File: src/rtl/scpu_pkg.sv
package scpu_pkg;
  localparam int XLEN      = 8;
  localparam int IW        = 8;
  localparam int PCW       = 4;
  localparam int NREG      = 4;
  localparam int RAW       = $clog2(NREG);
  localparam int ROM_DEPTH = 1 << PCW;
  localparam int IMMW      = 4;
  localparam int OPW       = 2;
  localparam int NOPS      = 1 << OPW;

  typedef enum logic [OPW-1:0] {
    OP_ADD = 2'b00,
    OP_NOP = 2'b01,
    OP_LDI = 2'b10,
    OP_BNZ = 2'b11
  } op_e;

  typedef struct packed {
    logic sel_sum;
    logic sel_imm;
    logic wen;
    logic force_r0;
    logic is_branch;
  } ctrl_t;
endpackage

File: src/rtl/scpu_rom.sv
module scpu_rom #(
  parameter int DEPTH = 16,
  parameter int WIDTH = 8,
  parameter int AW    = $clog2(DEPTH),
  parameter logic [DEPTH*WIDTH-1:0] CONTENT = '0
) (
  input  logic [AW-1:0]    addr,
  output logic [WIDTH-1:0] data
);
  // word lines: one-hot decode of the address
  logic [DEPTH-1:0] wline;
  // per-row gated words, OR-combined into the bit lines
  logic [WIDTH-1:0] gated [DEPTH];

  genvar gi;
  generate
    for (gi = 0; gi < DEPTH; gi++) begin : g_row
      assign wline[gi] = (addr == AW'(gi));
      assign gated[gi] = CONTENT[gi*WIDTH +: WIDTH] & {WIDTH{wline[gi]}};
    end
  endgenerate

  always_comb begin
    data = '0;
    for (int i = 0; i < DEPTH; i++) begin
      data = data | gated[i];
    end
  end
endmodule

File: src/rtl/scpu_regfile.sv
module scpu_regfile #(
  parameter int NREG = 4,
  parameter int XLEN = 8,
  parameter int RAW  = $clog2(NREG)
) (
  input  logic                 clk,
  input  logic                 rst_n,
  input  logic [RAW-1:0]       ra1,
  output logic [XLEN-1:0]      rd1,
  input  logic [RAW-1:0]       ra2,
  output logic [XLEN-1:0]      rd2,
  input  logic                 we,
  input  logic [RAW-1:0]       wa,
  input  logic [XLEN-1:0]      wd,
  output logic [NREG*XLEN-1:0] all_o
);
  logic [XLEN-1:0] row [NREG];
  logic [NREG-1:0] row_we;
  logic [XLEN-1:0] sel1 [NREG];
  logic [XLEN-1:0] sel2 [NREG];

  genvar gr;
  generate
    for (gr = 0; gr < NREG; gr++) begin : g_reg
      // gated word line for the write port
      assign row_we[gr] = we && (wa == RAW'(gr));

      always_ff @(posedge clk or negedge rst_n) begin
        if (!rst_n)          row[gr] <= '0;
        else if (row_we[gr]) row[gr] <= wd;
      end

      assign sel1[gr] = row[gr] & {XLEN{ra1 == RAW'(gr)}};
      assign sel2[gr] = row[gr] & {XLEN{ra2 == RAW'(gr)}};
      assign all_o[gr*XLEN +: XLEN] = row[gr];
    end
  endgenerate

  always_comb begin
    rd1 = '0;
    rd2 = '0;
    for (int i = 0; i < NREG; i++) begin
      rd1 = rd1 | sel1[i];
      rd2 = rd2 | sel2[i];
    end
  end
endmodule

File: src/rtl/scpu_decode.sv
module scpu_decode
  import scpu_pkg::*;
(
  input  logic [OPW-1:0] opcode,
  output ctrl_t          ctrl
);
  logic [NOPS-1:0] onehot;

  genvar go;
  generate
    for (go = 0; go < NOPS; go++) begin : g_dec
      assign onehot[go] = (opcode == OPW'(go));
    end
  endgenerate

  always_comb begin
    ctrl.sel_sum   = onehot[OP_ADD];
    ctrl.sel_imm   = onehot[OP_LDI];
    ctrl.wen       = !(onehot[OP_NOP] || onehot[OP_BNZ]);
    ctrl.force_r0  = onehot[OP_BNZ];
    ctrl.is_branch = onehot[OP_BNZ];
  end
endmodule

File: src/rtl/scpu_core.sv
module scpu_core
  import scpu_pkg::*;
#(
  // word n at bits [8n+7:8n]; default sums 1..10 into register 2
  parameter logic [ROM_DEPTH*IW-1:0] PROG = {
    64'h0,
    8'hDF, 8'hD1, 8'h29, 8'h17, 8'hB1, 8'hA0, 8'h90, 8'h8A
  }
) (
  input  logic                 clk,
  input  logic                 rst_n,
  output logic [PCW-1:0]       pc_o,
  output logic [IW-1:0]        instr_o,
  output logic [NREG*XLEN-1:0] regs_o
);
  logic [PCW-1:0]  pc_q;
  logic [PCW-1:0]  pc_next;
  logic [IW-1:0]   instr;
  ctrl_t           ctrl;

  logic [RAW-1:0]  f_rd, f_rs1, f_rs2;
  logic [IMMW-1:0] f_imm;
  logic [PCW-1:0]  f_target;

  logic [RAW-1:0]  ra1;
  logic [XLEN-1:0] rv1, rv2;
  logic [XLEN-1:0] sum;
  logic [XLEN-1:0] imm_ext;
  logic [XLEN-1:0] wdata;
  logic            differ;
  logic            take;

  scpu_rom #(
    .DEPTH  (ROM_DEPTH),
    .WIDTH  (IW),
    .AW     (PCW),
    .CONTENT(PROG)
  ) u_rom (
    .addr(pc_q),
    .data(instr)
  );

  scpu_decode u_dec (
    .opcode(instr[IW-1 -: OPW]),
    .ctrl  (ctrl)
  );

  // field extraction
  assign f_rd     = instr[5:4];
  assign f_rs1    = instr[3:2];
  assign f_rs2    = instr[1:0];
  assign f_imm    = instr[IMMW-1:0];
  assign f_target = instr[5:2];

  // read port 1 is pinned to register 0 for the branch
  assign ra1 = ctrl.force_r0 ? '0 : f_rs1;

  scpu_regfile #(
    .NREG(NREG),
    .XLEN(XLEN),
    .RAW (RAW)
  ) u_rf (
    .clk  (clk),
    .rst_n(rst_n),
    .ra1  (ra1),
    .rd1  (rv1),
    .ra2  (f_rs2),
    .rd2  (rv2),
    .we   (ctrl.wen),
    .wa   (f_rd),
    .wd   (wdata),
    .all_o(regs_o)
  );

  assign sum     = rv1 + rv2;
  assign imm_ext = {{(XLEN-IMMW){1'b0}}, f_imm};
  assign wdata   = (sum & {XLEN{ctrl.sel_sum}}) | (imm_ext & {XLEN{ctrl.sel_imm}});

  assign differ  = (rv1 != rv2);
  assign take    = ctrl.is_branch && differ;
  assign pc_next = take ? f_target : pc_q + PCW'(1);

  always_ff @(posedge clk or negedge rst_n) begin
    if (!rst_n) pc_q <= '0;
    else        pc_q <= pc_next;
  end

  assign pc_o    = pc_q;
  assign instr_o = instr;
endmodule

File: config.mk
export PLATFORM = sky130hd
export DESIGN_NAME = scpu_core
export DESIGN_NICKNAME = d
export VERILOG_FILES = /design/src/rtl/scpu_pkg.sv /design/src/rtl/scpu_rom.sv /design/src/rtl/scpu_regfile.sv /design/src/rtl/scpu_decode.sv /design/src/rtl/scpu_core.sv
export SDC_FILE = /design/constraint.sdc
export NUM_CORES = 1
export LEC_CHECK = 0
export ABC_AREA = 0
export BUFFER_PORTS_ARGS = -buffer_cell sky130_fd_sc_hd__buf_2
export CAP_MARGIN = 20
export CORE_AREA = 2 2 96 75
export DETAILED_ROUTE_END_ITERATION = 16
export DIE_AREA = 0 0 98 77
export PLACE_DENSITY = 0.55
export SLEW_MARGIN = 20
export SYNTH_ARGS = -nofsm -noshare
export SYNTH_HDL_FRONTEND = slang
export SYNTH_SLANG_ARGS = --single-unit
export TNS_END_PERCENT = 20
File: constraint.sdc
create_clock -name clk -period 4.8 [get_ports clk]
set_input_delay 0.48 -clock clk [delete_from_list [all_inputs] [get_ports clk]]
set_output_delay 0.48 -clock clk [all_outputs]
set_load 0.02 [all_outputs]
Word level (Yosys, flattened, before mapping)
Cells that the tools add are included.
Widths: inputs -> output; s select.
{"block": "word_totals", "register_bits": 36, "in_bits": 2, "out_inout_bits": 44, "wordCells": 65}
{"block": "op_classes", "addsub": 2, "n_eq_ne": 20, "mux": 2, "bitwise_logic": 24, "reduce_logical": 12}
{"cell": "$or 8x8->8", "count": 12}
{"cell": "$and 8x8->8", "count": 9}
{"cell": "$eq 2x2->1 const B", "count": 8}
{"cell": "$eq 4x3->1 const B", "count": 4}
{"cell": "$add 8x8->8", "count": 1}
{"cell": "$and 4x8->8", "count": 1}
{"cell": "$eq 2x1->1 const B", "count": 4}
{"cell": "$eq 4x2->1 const B", "count": 2}
{"cell": "$logic_not 2->1", "count": 4}
{"cell": "$ne 8x8->1", "count": 1}
{"cell": "$or 8x5->8", "count": 1}
{"cell": "$or 8x6->8", "count": 1}
{"cell": "$logic_and 1x1->1", "count": 5}
{"cell": "$add 4x1->4 const B", "count": 1}
{"cell": "$eq 4x1->1 const B", "count": 1}
{"cell": "$logic_not 4->1", "count": 1}
{"cell": "$mux 4", "count": 1}
{"cell": "$mux 2", "count": 1}
{"cell": "$logic_not 1->1", "count": 1}
{"cell": "$logic_or 1x1->1", "count": 1}

Logic depth before layout (Yosys ltp)
Gate-level depths: netlist of the first run.
{"block": "depth", "ltp_word": 18, "mapped_depth": 14, "mapped_depth_nobuf": 13}

By module
A second synthesis of the first run with hierarchy kept.
{"block": "unflattened", "hier_cells": 177, "area_unflattened_um2": 2321.0}
{"module": "scpu_regfile", "instances": 1, "cells_per_inst": 88, "area_each_um2": 1592.8, "seq_area_each_um2": 800.8}
{"module": "scpu_core", "instances": 1, "cells_per_inst": 66, "area_each_um2": 591.8, "seq_area_each_um2": 100.1}
{"module": "scpu_rom", "instances": 1, "cells_per_inst": 18, "area_each_um2": 108.9, "seq_area_each_um2": 0.0}
{"module": "scpu_decode", "instances": 1, "cells_per_inst": 5, "area_each_um2": 27.5, "seq_area_each_um2": 0.0}

Worst setup path after synthesis of the first run
OpenSTA, ideal clock, no wires.
{"block": "synth_path", "path_type": "register to register", "from": "register pc_q[0], in the netlist pc_o[0]", "to": "register u_rf.row (netlist bit u_rf.all_o[22])", "setup_time_ns": 0.133, "arrival_time_ns": 3.595, "required_time_ns": 4.667, "path_slack_ns": 1.072, "stages_incl_launch_ff": 15, "n_path_buf": 1, "period_less_slack_ns": 3.728, "cell_sequence": "dfrtp_1 > inv_1 > ha_1 > buf_4 > nor4_4 > nor3_4 > mux4_1 > ha_1 > fa_1 > a21o_1 > a21oi_1 > o21bai_1 > a21oi_1 > xor2_1 > o21ai_0"}
{"block": "synth_via", "word_cells_on_any_way": 50, "cone_classes": "add/sub (1); eq/ne (17); mux (1); bitwise (24); reduce/logical (7)"}
{"item": "from (decl)", "line": "scpu_core.sv:16", "text": "logic [PCW-1:0] pc_q;"}
{"item": "from (signal assigned)", "line": "scpu_core.sv:85", "text": "else pc_q <= pc_next;"}
{"item": "$eq 4x2->1", "line": "scpu_rom.sv:18", "text": "assign wline[gi] = (addr == AW'(gi));"}
{"item": "$or 8x8->8", "line": "scpu_rom.sv:26", "text": "data = data | gated[i];"}
{"item": "$or 8x5->8", "line": "scpu_rom.sv:26"}
{"item": "$or 8x6->8", "line": "scpu_rom.sv:26"}
{"item": "$or 8x8->8", "line": "scpu_rom.sv:26"}
{"item": "$or 8x8->8 (*)", "line": "scpu_rom.sv:26"}
{"item": "named net instr_o[0]", "line": "scpu_core.sv:13", "text": "output logic [IW-1:0] instr_o,"}
{"item": "$eq 2x1->1 or $logic_not 2->1 (tied branches)", "line": "scpu_regfile.sv:34", "text": "assign sel2[gr] = row[gr] & {XLEN{ra2 == RAW'(gr)}};"}
{"item": "$and 8x8->8", "line": "scpu_regfile.sv:34"}
{"item": "$or 8x8->8 (2 in a row)", "line": "scpu_regfile.sv:44", "text": "rd2 = rd2 | sel2[i];"}
{"item": "$or 8x8->8 (*)", "line": "scpu_regfile.sv:44"}
{"item": "$add 8x8->8 (*)", "line": "scpu_core.sv:75", "text": "assign sum = rv1 + rv2;"}
{"item": "$and 8x8->8 (*)", "line": "scpu_core.sv:77", "text": "assign wdata = (sum & {XLEN{ctrl.sel_sum}}) | (imm_ext & {XLEN{ctrl.sel_imm}});"}
{"item": "$or 8x8->8 (*)", "line": "scpu_core.sv:77"}
{"item": "to (signal, indexed assignment)", "line": "scpu_regfile.sv:30", "text": "else if (row_we[gr]) row[gr] <= wd;"}
{"item": "to (decl)", "line": "scpu_regfile.sv:17", "text": "logic [XLEN-1:0] row [NREG];"}
The timed path passes the listed nets; every way through them passes the cells marked *.
A chain may end at the register's enable or synchronous reset.

Worst setup path after layout of the first run
{"block": "layout_path", "from": "register pc_q[0], in the netlist pc_o[0]", "to": "register u_rf.row (netlist bit u_rf.all_o[30])"}
{"block": "layout_via", "elab_chain_len": 18, "word_cells_on_any_way": 50, "cone_classes": "add/sub (1); eq/ne (17); mux (1); bitwise (24); reduce/logical (7)"}
{"item": "$eq 4x1->1 or $logic_not 4->1 (tied branches)", "line": "scpu_rom.sv:18"}
{"item": "$or 8x8->8 (3 in a row)", "line": "scpu_rom.sv:26"}
{"item": "$or 8x5->8", "line": "scpu_rom.sv:26"}
{"item": "$or 8x6->8", "line": "scpu_rom.sv:26"}
{"item": "$or 8x8->8", "line": "scpu_rom.sv:26"}
{"item": "$or 8x8->8 (*)", "line": "scpu_rom.sv:26"}
{"item": "$eq 2x2->1", "line": "scpu_decode.sv:12", "text": "assign onehot[go] = (opcode == OPW'(go));"}
{"item": "$mux 2", "line": "scpu_core.sv:56", "text": "assign ra1 = ctrl.force_r0 ? '0 : f_rs1;"}
{"item": "$eq 2x1->1 or $logic_not 2->1 (tied branches)", "line": "scpu_regfile.sv:33", "text": "assign sel1[gr] = row[gr] & {XLEN{ra1 == RAW'(gr)}};"}
{"item": "$and 8x8->8", "line": "scpu_regfile.sv:33"}
{"item": "$or 8x8->8 (3 in a row)", "line": "scpu_regfile.sv:43", "text": "rd1 = rd1 | sel1[i];"}
{"item": "$add 8x8->8", "line": "scpu_core.sv:75"}
{"item": "$and 8x8->8", "line": "scpu_core.sv:77"}
{"item": "$or 8x8->8", "line": "scpu_core.sv:77"}
Mark *: on every way between the ends. The rest lies on a longest branch, timed or not.

==> run_results.csv, run 1 <==
group,metric,value,unit
yosys,yosysSeqAreaShare,38.2,%
clock_network,hold_buffers,0,
setup_path,cp_max_fo,9,
detailed_routing,num_vias,1815,
yosys,ys_seq_elements,36,
setup_path,worstSetupEndpointType,"register",
grt,grt_use_total,16.7,%
floorplan,row_count,26,
setup_path,cp-start-kind,"register",
detailed_routing,drt_pass1_iterations,4,
floorplan,ios,46,
timing,setup_viol,0,
place,hpwl,4340,um
yosys,synth_area_per_cell,11.5,um^2
timing,max_freq,0.249,GHz
cells_and_area,area_growth_syn_to_layout,16.6,%
grt,grt_pass1_wl,9630,um
place,gp_congestion,0.872,
worst_hold_path,hp-class,"in -> async",
timing,skew,0.00330,ns
clock_network,path_clk_slew,0.08,ns
grt,antenna_found_initial,0,
setup_path,crit_type,"reg -> reg",
timing,finalWorstSetupSlack,0.778,ns
detailed_routing,routed_wl,6130,um
clock_network,cts_buffers,5,
clock_network,root_buffer,"clkbuf_8",
floorplan,die_height,77,um
grt,grt_max_degree,37,
clock_network,cts_num_sinks,36,
setup_path,critPathTopFamily,"compound AO/OA/AOI/OAI gates",
timing,timing.final.crit_share,83.8,%
setup_path,max_stage_delay,0.57,ns
detailed_routing,drc,0,
clock_network,htreeDepth,2,
timing,timing.hold.ws,0.278,ns
power_and_ir_drop,cellPowerDensity,197,nW/um^2
detailed_routing,routedWlPerCell,18.2,um
yosys,ys_types,37,
setup_path,worst-path-buf-inv,1,
cells_and_area,drive_gt1_share,30.0,%
setup_path,worstPathCellList,"inv_1 > ha_1 > nand2b_1 > a21oi_4 > mux4_2 > ha_1 > fa_1 > a21o_1 > a21oi_1 > o21bai_1 > a21oi_1 > xor2_1 > o22ai_1",
timing,min_period,4.02,ns
grt,first_global_vias,1755,
setup_path,crit_required,4.96,ns
floorplan,dieArea,7550,um^2
flow_run,maxCapViolations,0,
detailed_routing,antenna_left,0,
clock_network,cts_resized,0,
place,pre_cts_ws,0.807,ns
yosys,syn_area,2360,um^2
yosys,synth_nets,219,
yosys,netlist_instances,205,
clock_network,clk_latency,0.29,ns
floorplan,coreArea,6600,um^2
clock_network,cts_setup_buffers,0,
timing,drv_slew,0,
cells_and_area,antennaDiodeCount,0,
timing,hold_viol,0,
power_and_ir_drop,vdd_drop_max,118,uV
timing,setup-tns-final,0,ns
floorplan,start_util,35.7,%
clock_network,cts_tree,"built",
cells_and_area,nets,266,
timing,max_slew_margin,45.8,%
timing,rsz0062_at_grt,"no",
power_and_ir_drop,cellLeakagePower,1.31,nW
detailed_routing,drt_first_iter_violations,67,
timing,tightest_slew,0.812,ns
place,portBuffers,45,
floorplan,fp.dieW,98,um
setup_path,cp_slowest_cell,"mux4_2",
clock_network,clock_tree.buffer_depth,2,
detailed_routing,via_per_inst,5.39,
yosys,synth_warnings,0,
grt,grt.overflow.total,0,
setup_path,crit_arrival,4.18,ns
status,status,"finished clean",
cells by family (layout without fill, tap and decap cells):
kind of cell | Yosys count | in the layout | synth area share [%]
mux | 27 | 27 | 22.9
xor+xnor | 8 | 8 | 3.29
buf+inv | 22 | 70 | 4.56
fa+ha+maj | 12 | 12 | 6.68
flops | 36 | 36 | 38.2
compound gates | 51 | 51 | 13.7
simple gates | 49 | 49 | 10.7
Yosys cell counts:
cell | n | area share (%)
nor3_1 | 2 | 0.42
fa_1 | 1 | 0.85
nor2b_1 | 1 | 0.27
a21o_1 | 3 | 0.95
a21oi_1 | 14 | 3.0
nor4_4 | 1 | 0.90
o21ai_0 | 16 | 3.4
and2_2 | 1 | 0.32
xor2_1 | 2 | 0.74
nand2_1 | 17 | 2.7
buf_4 | 2 | 0.64
dfrtp_1 | 36 | 38
inv_1 | 14 | 2.2
xnor2_1 | 5 | 1.9
buf_6 | 1 | 0.48
nand2b_1 | 2 | 0.53
clkbuf_8 | 1 | 0.58
nor2_1 | 15 | 2.4
clkbuf_1 | 4 | 0.64
or3_1 | 1 | 0.27
a22oi_1 | 3 | 0.95
mux4_2 | 4 | 3.8
nor3_4 | 1 | 0.69
mux4_1 | 12 | 13
nand4bb_1 | 1 | 0.48
a21oi_4 | 1 | 0.69
o21a_1 | 2 | 0.64
nand3_1 | 3 | 0.64
and3_1 | 1 | 0.27
a31oi_4 | 1 | 0.90
ha_1 | 11 | 5.8
nor4_1 | 3 | 0.80
mux2_2 | 8 | 3.8
o22ai_1 | 6 | 1.6
xnor2_2 | 1 | 0.69
o21bai_1 | 5 | 1.6
mux2_4 | 3 | 1.9
layout by cell type (no fill, tap or decap), types with 2 or more instances in the layout:
master	n
a22oi_1	3
inv_1	14
o21bai_1	5
xor2_1	2
nor2_1	15
nand2_1	17
buf_2	45
nand2b_1	2
nor3_1	2
mux4_1	12
buf_4	3
mux2_4	3
o21ai_0	16
clkbuf_8	6
mux4_2	4
nand3_1	3
mux2_2	8
nor4_1	3
a21o_1	3
dfrtp_1	36
ha_1	11
o22ai_1	6
o21a_1	2
xnor2_1	5
a21oi_1	14
report_power, final:
| part | switching (mW) | leakage (nW) | internal, mW |
|---|---|---|---|
| logic | 0.00577 | 0.831 | 0.000294 |
| registers | 0 | 0.435 | 0.303 |
| clock network | 0.115 | 0.0445 | 0.117 |
| total | 0.121 | 1.31 | 0.420 |
layout make-up:
class                      instances  area (um^2)
fill                             680         3850
clock buffer                       7         86.3
inverter                          14         52.6
multi-input combinational        147         1350
tap                               84          105
clock inverter                     1         7.51
sequential                        36          901
timing repair buffer              48          248
final timing paths:
kind                                 from             end  slack, ns  cells after the start
max                               pc_o[0]  u_rf.all_o[30]       0.78                     13
min                                 rst_n  u_rf.all_o[10]       0.28                      1
max reg2reg                       pc_o[0]  u_rf.all_o[30]       0.78                     13
min reg2reg                u_rf.all_o[21]  u_rf.all_o[21]       0.52                      2
max in group asynchronous           rst_n   u_rf.all_o[9]       4.01                      1
min in group clk           u_rf.all_o[21]  u_rf.all_o[21]       0.52                      2
routing by layer:
layer / global-route usage, % / up-vias / wire [um]
met2: 21.4 / 54 / 2340
met5: 0 / - / 0
met3: 4.56 / 4 / 418
met4: 3.75 / 0 / 40
met1: 27.2 / 904 / 3330
li1: - / 853 / -
metrics by stage:
step,area (um^2),util [%],cells,power (mW)
after floorplan,2360,-,205,0.309
final,2750,41.6,337,0.541
after CTS,2750,41.6,337,0.548
after global routing,2750,41.6,337,0.564
after detailed placement,2660,40.2,329,0.316
after global placement,2660,40.2,329,0.316
state kept, by name (all words and copies together), names as in the netlist:
register    flops
u_rf.all_o     32
pc_o            4
worst register-to-register path, stage by stage, from the launching register on:
cell,delay [ns]
dfrtp_1,0.42
inv_1,0.13
ha_1,0.40
nand2b_1,0.18
a21oi_4,0.40
mux4_2,0.57
ha_1,0.24
fa_1,0.42
a21o_1,0.18
a21oi_1,0.21
o21bai_1,0.09
a21oi_1,0.17
xor2_1,0.34
o22ai_1,0.14
(Power assumes the default switching activity.)
==> run 2: changes to the inputs <==
--- a/config.mk
+++ b/config.mk
@@ -11,7 +11,7 @@
 export CORE_AREA = 2 2 96 75
 export DETAILED_ROUTE_END_ITERATION = 16
 export DIE_AREA = 0 0 98 77
-export PLACE_DENSITY = 0.55
+export PLACE_DENSITY = 0.57
 export SLEW_MARGIN = 20
 export SYNTH_ARGS = -nofsm -noshare
 export SYNTH_HDL_FRONTEND = slang
==> constraint.sdc (replaced) <==
create_clock -name clk -period 3.5 [get_ports clk]
set_input_delay 0.35 -clock clk [delete_from_list [all_inputs] [get_ports clk]]
set_output_delay 0.35 -clock clk [all_outputs]
set_load 0.02 [all_outputs]
==> run 2 against run 1 <==
- fmax grew 19%
- sequential cell count is the same
- die area is the same
==> run_results.csv, run 2 (synthesized netlist as in run 1, its figures left out) <==
group,metric,value,unit
setup_path,regToRegEndpoint,"u_rf.all_o[6]",
floorplan,dieArea,7550,um^2
power_and_ir_drop,power_frac_seq,58.7,%
timing,hold_viol,0,
place,hpwl,4560,um
grt,antenna_found_initial,0,
power_and_ir_drop,switching_power,157,uW
floorplan,fp.dieW,98,um
detailed_routing,drt_first_iter_violations,97,
status,status,"finished clean",
grt,first_global_vias,1868,
cells_and_area,nets,285,
timing,setup_viol,0,
power_and_ir_drop,vdd_drop_max,128,uV
clock_network,cts_buffers,5,
floorplan,die_height,77,um
detailed_routing,routed_wl,6340,um
detailed_routing,via_per_inst,5.31,
timing,drv_slew,0,
cells_and_area,final_cell_mix,"45 x buf_2, 34 x dfrtp_1, 22 x buf_4, 17 x nand2_1, 15 x o21ai_0",
clock_network,root_buffer,"clkbuf_8",
timing,max_freq,0.297,GHz
place,dp.cells,346,
cells_and_area,antennaDiodeCount,0,
cells_and_area,multi_input_area,1410,um^2
floorplan,row_count,26,
timing,min_period,3.37,ns
grt,grt.overflow.total,0,
clock_network,cts_num_sinks,36,
power_and_ir_drop,cellPowerDensity,241,nW/um^2
timing,max_slew_margin,47.1,%
worst_hold_path,hp-class,"in -> async",
setup_path,cp-start-kind,"register",
cells_and_area,mostFrequentLayoutCell,"buf_2",
detailed_routing,num_vias,1885,
grt,grt_pass1_wl,10200,um
setup_path,r2r_slack,0.13,ns
timing,rsz0062_at_grt,"yes",
power_and_ir_drop,pwr-share-comb,1.1,%
detailed_routing,drt_pass1_iterations,4,
power_and_ir_drop,p_sw_share,22.2,%
power_and_ir_drop,clock_power_share,40.2,%
cells_and_area,largest_reg_flops,32,
clock_network,htreeDepth,2,
power_and_ir_drop,cellLeakagePower,1.39,nW
timing,tightest_slew,0.793,ns
detailed_routing,antenna_left,0,
grt,grt_max_degree,37,
place,portBuffers,45,
cells_and_area,ff_latch_area,903,um^2
cells_and_area,finalNonFillerCells,355,
setup_path,crit_required,3.67,ns
clock_network,cts_tree,"built",
grt,grt_use_total,17.3,%
clock_network,path_clk_slew,0.07,ns
timing,timing.final.crit_share,96.3,%
clock_network,hold_buffers,0,
clock_network,clock_tree.buffer_depth,2,
cells_and_area,drive_gt1_share,42.1,%
place,place_area,2790,um^2
cells_and_area,area_growth_syn_to_layout,24.6,%
setup_path,r2r-start,"pc_o[0]",
setup_path,crit_type,"reg -> reg",
cells_and_area,final_design_area_no_fill,2940,um^2
clock_network,clk_latency,0.29,ns
place,gp_congestion,0.829,
flow_run,maxCapViolations,0,
setup_path,crit_arrival,3.54,ns
cells_and_area,fillers,648,
cells_and_area,postLayoutCoreUtil,44.5,%
floorplan,ios,46,
floorplan,coreArea,6600,um^2
floorplan,start_util,35.7,%
detailed_routing,routedWlPerCell,17.9,um
setup_path,worstSetupEndpointType,"register",
timing,skew,0.00569,ns
power_and_ir_drop,internal_power,552,uW
timing,timing.hold.ws,0.138,ns
setup_path,cp_max_fo,5,
detailed_routing,drc,0,
setup_path,reg2reg_depth,13,
-- run 2: worst max-delay path: stages, from the launching register on --
cell and delay (ns):
dfrtp_2 0.41, inv_2 0.07, ha_2 0.23, nand4bb_4 0.25
a21oi_4 0.23, mux4_2 0.53, ha_2 0.21, fa_2 0.35
a21o_1 0.17, a21oi_2 0.14, o21bai_1 0.10, a21oi_2 0.20
xor2_2 0.23, o21ai_0 0.11
-- run 2: worst max path at each step --
stage,to,slack [ns],start,cells past startpoint
finish,u_rf.all_o[6],0.13,pc_o[0],13
global route,u_rf.all_o[14],-0.05,pc_o[1],13
CTS,u_rf.all_o[21],0.005,pc_o[0],12
detailed placement,u_rf.all_o[22],0.06,pc_o[0],13
global placement,u_rf.all_o[21],0.05,pc_o[0],12
floorplan,u_rf.all_o[22],-0.008,pc_o[0],14
-- run 2: stage by stage --
| step | setup slack [ns] | total power, mW | TNS (ns) |
|---|---|---|---|
| 6_report | 0.130 | 0.709 | 0 |
| 3_5_place_dp | 0.0614 | 0.433 | 0 |
| 5_1_grt | -0.0474 | 0.735 | -0.176 |
| 4_1_cts | 0.00467 | 0.723 | 0 |
| 3_3_place_gp | 0.0489 | 0.433 | 0 |
| 2_1_floorplan | -0.00827 | 0.424 | -0.00827 |
-- run 2: final cells by class --
type	count	share of cell area (%)
well taps	84	3.58
clock buffers	6	2.47
flip-flops and latches	36	30.7
multi-input cells	147	48.0
repair buffers	67	13.3
clock inverters	1	0.170
inverters	14	1.79
-- run 2: power by group through the flow --
| stage | combinational, mW | sequential [mW] | clock (mW) |
|---|---|---|---|
| after floorplan | 0.000000655 | 0.424 | 0 |
| after global placement | 0.00882 | 0.424 | 0 |
| after detailed placement | 0.00909 | 0.424 | 0 |
| after CTS | 0.00905 | 0.415 | 0.298 |
| after global routing | 0.0105 | 0.415 | 0.309 |
| final | 0.00809 | 0.416 | 0.285 |
-- run 2: repair_timing --
| action | CTS | global route |
|---|---|---|
| buffers inserted | 0 | 2 |
| gates resized for setup | 0 | 14 |
| endpoints found under the setup margin | 0 | 23 |
-- run 2: per-layer routing --
layer	vias to the layer above	GRT usage (%)	part of all wire [%]
met5	-	0	0
met2	65	24.1	43
met3	5	4.10	6.5
met4	0	3.33	0.58
li1	888	-	-
met1	927	27.1	49
==> run 3: changes to the inputs <==
==> constraint.sdc (replaced) <==
create_clock -name clk -period 3 [get_ports clk]
set_input_delay 0.3 -clock clk [delete_from_list [all_inputs] [get_ports clk]]
set_output_delay 0.3 -clock clk [all_outputs]
set_load 0.02 [all_outputs]
==> run 3 against run 2 <==
- the run now ends with negative setup slack left
- register-to-register slack worse by 0.40 ns
- sequential cell count did not move
- hold slack got worse by 0.051 ns
- critical path depth increased by 1
- count of clock-buffer cells in the layout stayed put
- sequential share of layout area fell by 3.5 points
- utilization is 5.6 points higher
- global-route usage up 1.1 points
- sequential power increased by 17%
- largest power group unchanged
==> run_results.csv, run 3 (synthesized netlist as in run 1, its figures left out) <==
group,metric,value,unit
status,status,"complete, but fails checks",
status,violations,"negative setup slack",
setup_path,worstSetupEndpointType,"register",
clock_network,cts_num_sinks,36,
place,portBuffers,45,
floorplan,start_util,35.7,%
grt,first_global_vias,1993,
floorplan,dieArea,7550,um^2
detailed_routing,wl_met1,3210,um
place,gp_congestion,0.900,
setup_path,max_stage_delay,0.45,ns
grt,antenna_found_initial,0,
clock_network,hold_buffers,0,
timing,rsz0062_at_grt,"yes",
detailed_routing,routedWlPerCell,17.8,um
detailed_routing,drt_first_iter_violations,78,
cells_and_area,drive_gt1_share,52.9,%
setup_path,cp_max_fo,4,
timing,max_slew_margin,47.3,%
floorplan,row_count,26,
cells_and_area,postLayoutCoreUtil,50.1,%
timing,min_period,3.27,ns
setup_path,worstPathCellList,"inv_4 > ha_4 > nor4_4 > nor3_4 > buf_6 > mux4_2 > ha_4 > fa_2 > a21o_1 > a21oi_2 > o21bai_1 > a21oi_2 > xor2_2 > o22ai_1",
cells_and_area,final_cell_mix,"45 x buf_2, 40 x buf_4, 34 x dfrtp_1, 17 x nand2_1, 13 x nor2_1",
timing,tightest_slew,0.791,ns
floorplan,fp.dieW,98,um
detailed_routing,wl_met3,289,um
timing,finalWorstSetupSlack,-0.267,ns
clock_network,cts_buffers,5,
detailed_routing,antenna_left,0,
power_and_ir_drop,cellPowerDensity,277,nW/um^2
cells_and_area,finalNonFillerCells,379,
clock_network,path_clk_slew,0.08,ns
clock_network,root_buffer,"clkbuf_8",
grt,grt_pass1_wl,10800,um
timing,max_freq,0.306,GHz
cells_and_area,largest_reg_flops,32,
clock_network,cts_tree,"built",
power_and_ir_drop,vdd_drop_max,213,uV
grt,grt.overflow.total,0,
timing,setup_viol,23,
setup_path,cp-start-kind,"register",
detailed_routing,routed_wl,6750,um
floorplan,coreArea,6600,um^2
setup_path,crit_required,3.17,ns
detailed_routing,via_per_inst,5.20,
clock_network,htreeDepth,2,
timing,timing.hold.ws,0.0875,ns
detailed_routing,drc,0,
worst_hold_path,hp-class,"in -> async",
floorplan,ios,46,
clock_network,clk_latency,0.29,ns
power_and_ir_drop,cellLeakagePower,1.47,nW
cells_and_area,antennaDiodeCount,0,
timing,hold_viol,0,
setup_path,crit_arrival,3.43,ns
cells_and_area,area_growth_syn_to_layout,40.3,%
setup_path,cp_slowest_cell,"dfrtp_2",
cells_and_area,nets,308,
power_and_ir_drop,power.total,915,uW
place,dp.cells,365,
timing,skew,0.00802,ns
place,hpwl,4940,um
detailed_routing,dr_wl_met2,3200,um
clock_network,clock_tree.buffer_depth,2,
grt,grt_use_total,18.3,%
detailed_routing,highest_layer,"met4",
timing,drv_slew,0,
cells_and_area,mostFrequentLayoutCell,"buf_2",
flow_run,maxCapViolations,0,
detailed_routing,drt_pass1_iterations,4,
detailed_routing,num_vias,1969,
floorplan,die_height,77,um
setup_path,crit_type,"reg -> reg",
timing,timing.final.crit_share,109,%
grt,grt_max_degree,37,
==> run 3: changes by cell type in the layout (fill, tap and decap cells not counted), moves of 5 or more <==
| cell | change |
|---|---|
| mux4_2 | +5 |
| ha_4 | +11 |
| ha_2 | -5 |
| o21ai_1 | +5 |
| mux4_1 | -5 |
| o21ai_0 | -5 |
| buf_6 | +5 |
| ha_1 | -6 |
| buf_4 | +18 |
==> run 3: metal layers <==
metal,GRT usage (%),up-vias
met2,27.7,43
met3,3.37,4
met4,3.75,0
met5,0,-
li1,-,932
met1,27.6,990
==> run 3: repair_timing <==
| item | in CTS | in global routing |
|---|---|---|
| pin swaps | 9 | 13 |
| endpoints found under the hold margin | 0 | 0 |
| gates resized for setup | 23 | 20 |
| setup endpoints to repair | 28 | 30 |
| buffers inserted | 3 | 3 |
==> run 3: worst paths after layout <==
path	startpoint	endpoint	slack (ns)	cells past startpoint
min in group clk	u_rf.all_o[19]	u_rf.all_o[19]	0.53	2
worst max-delay path	pc_o[1]	u_rf.all_o[30]	-0.27	14
worst min register to register	u_rf.all_o[19]	u_rf.all_o[19]	0.53	2
worst max register to register	pc_o[1]	u_rf.all_o[30]	-0.27	14
worst min-delay path	rst_n	pc_o[0]	0.09	1
max in group asynchronous	rst_n	pc_o[1]	2.37	1
==> run 3: area by class of cell <==
class / instances / area (um^2)
fill: 619 / 3290
multi-input combinational: 147 / 1550
sequential: 36 / 903
timing repair buffer: 90 / 582
tap: 84 / 105
clock buffer: 6 / 72.6
inverter: 14 / 57.6
clock inverter: 2 / 35.0
==> run 3: worst max-delay path: cells and delay by family (launching register included) <==
kind / cells / cell delay [ns]
DFF: 1 / 0.45
AOI/OAI and AO/OA: 5 / 0.69
muxes: 1 / 0.45
adders and majority gates: 3 / 0.70
and+or+nand+nor: 2 / 0.41
xor gates and xnor gates: 1 / 0.23
buffers and inverters: 2 / 0.20
==> run 3: power by group <==
group / leakage, nW / internal, mW / switching, mW / total [mW]
Sequential: 0.435 / 0.485 / 0 / 0.485
Combinational: 0.979 / 0.000469 / 0.00892 / 0.00939
Clock: 0.0552 / 0.247 / 0.174 / 0.421
Total: 1.47 / 0.732 / 0.183 / 0.915
==> run 3: metrics by stage <==
| stage | area [um^2] | setup WS [ns] | setup TNS, ns |
|---|---|---|---|
| 6_report | 3310 | -0.267 | -3.20 |
| 5_1_grt | 3310 | -0.419 | -7.32 |
| 4_1_cts | 3220 | -0.287 | -3.62 |
| 3_5_place_dp | 2970 | -0.400 | -7.31 |
| 3_3_place_gp | 2970 | -0.355 | -6.10 |
| 2_1_floorplan | 2400 | -0.480 | -9.45 |
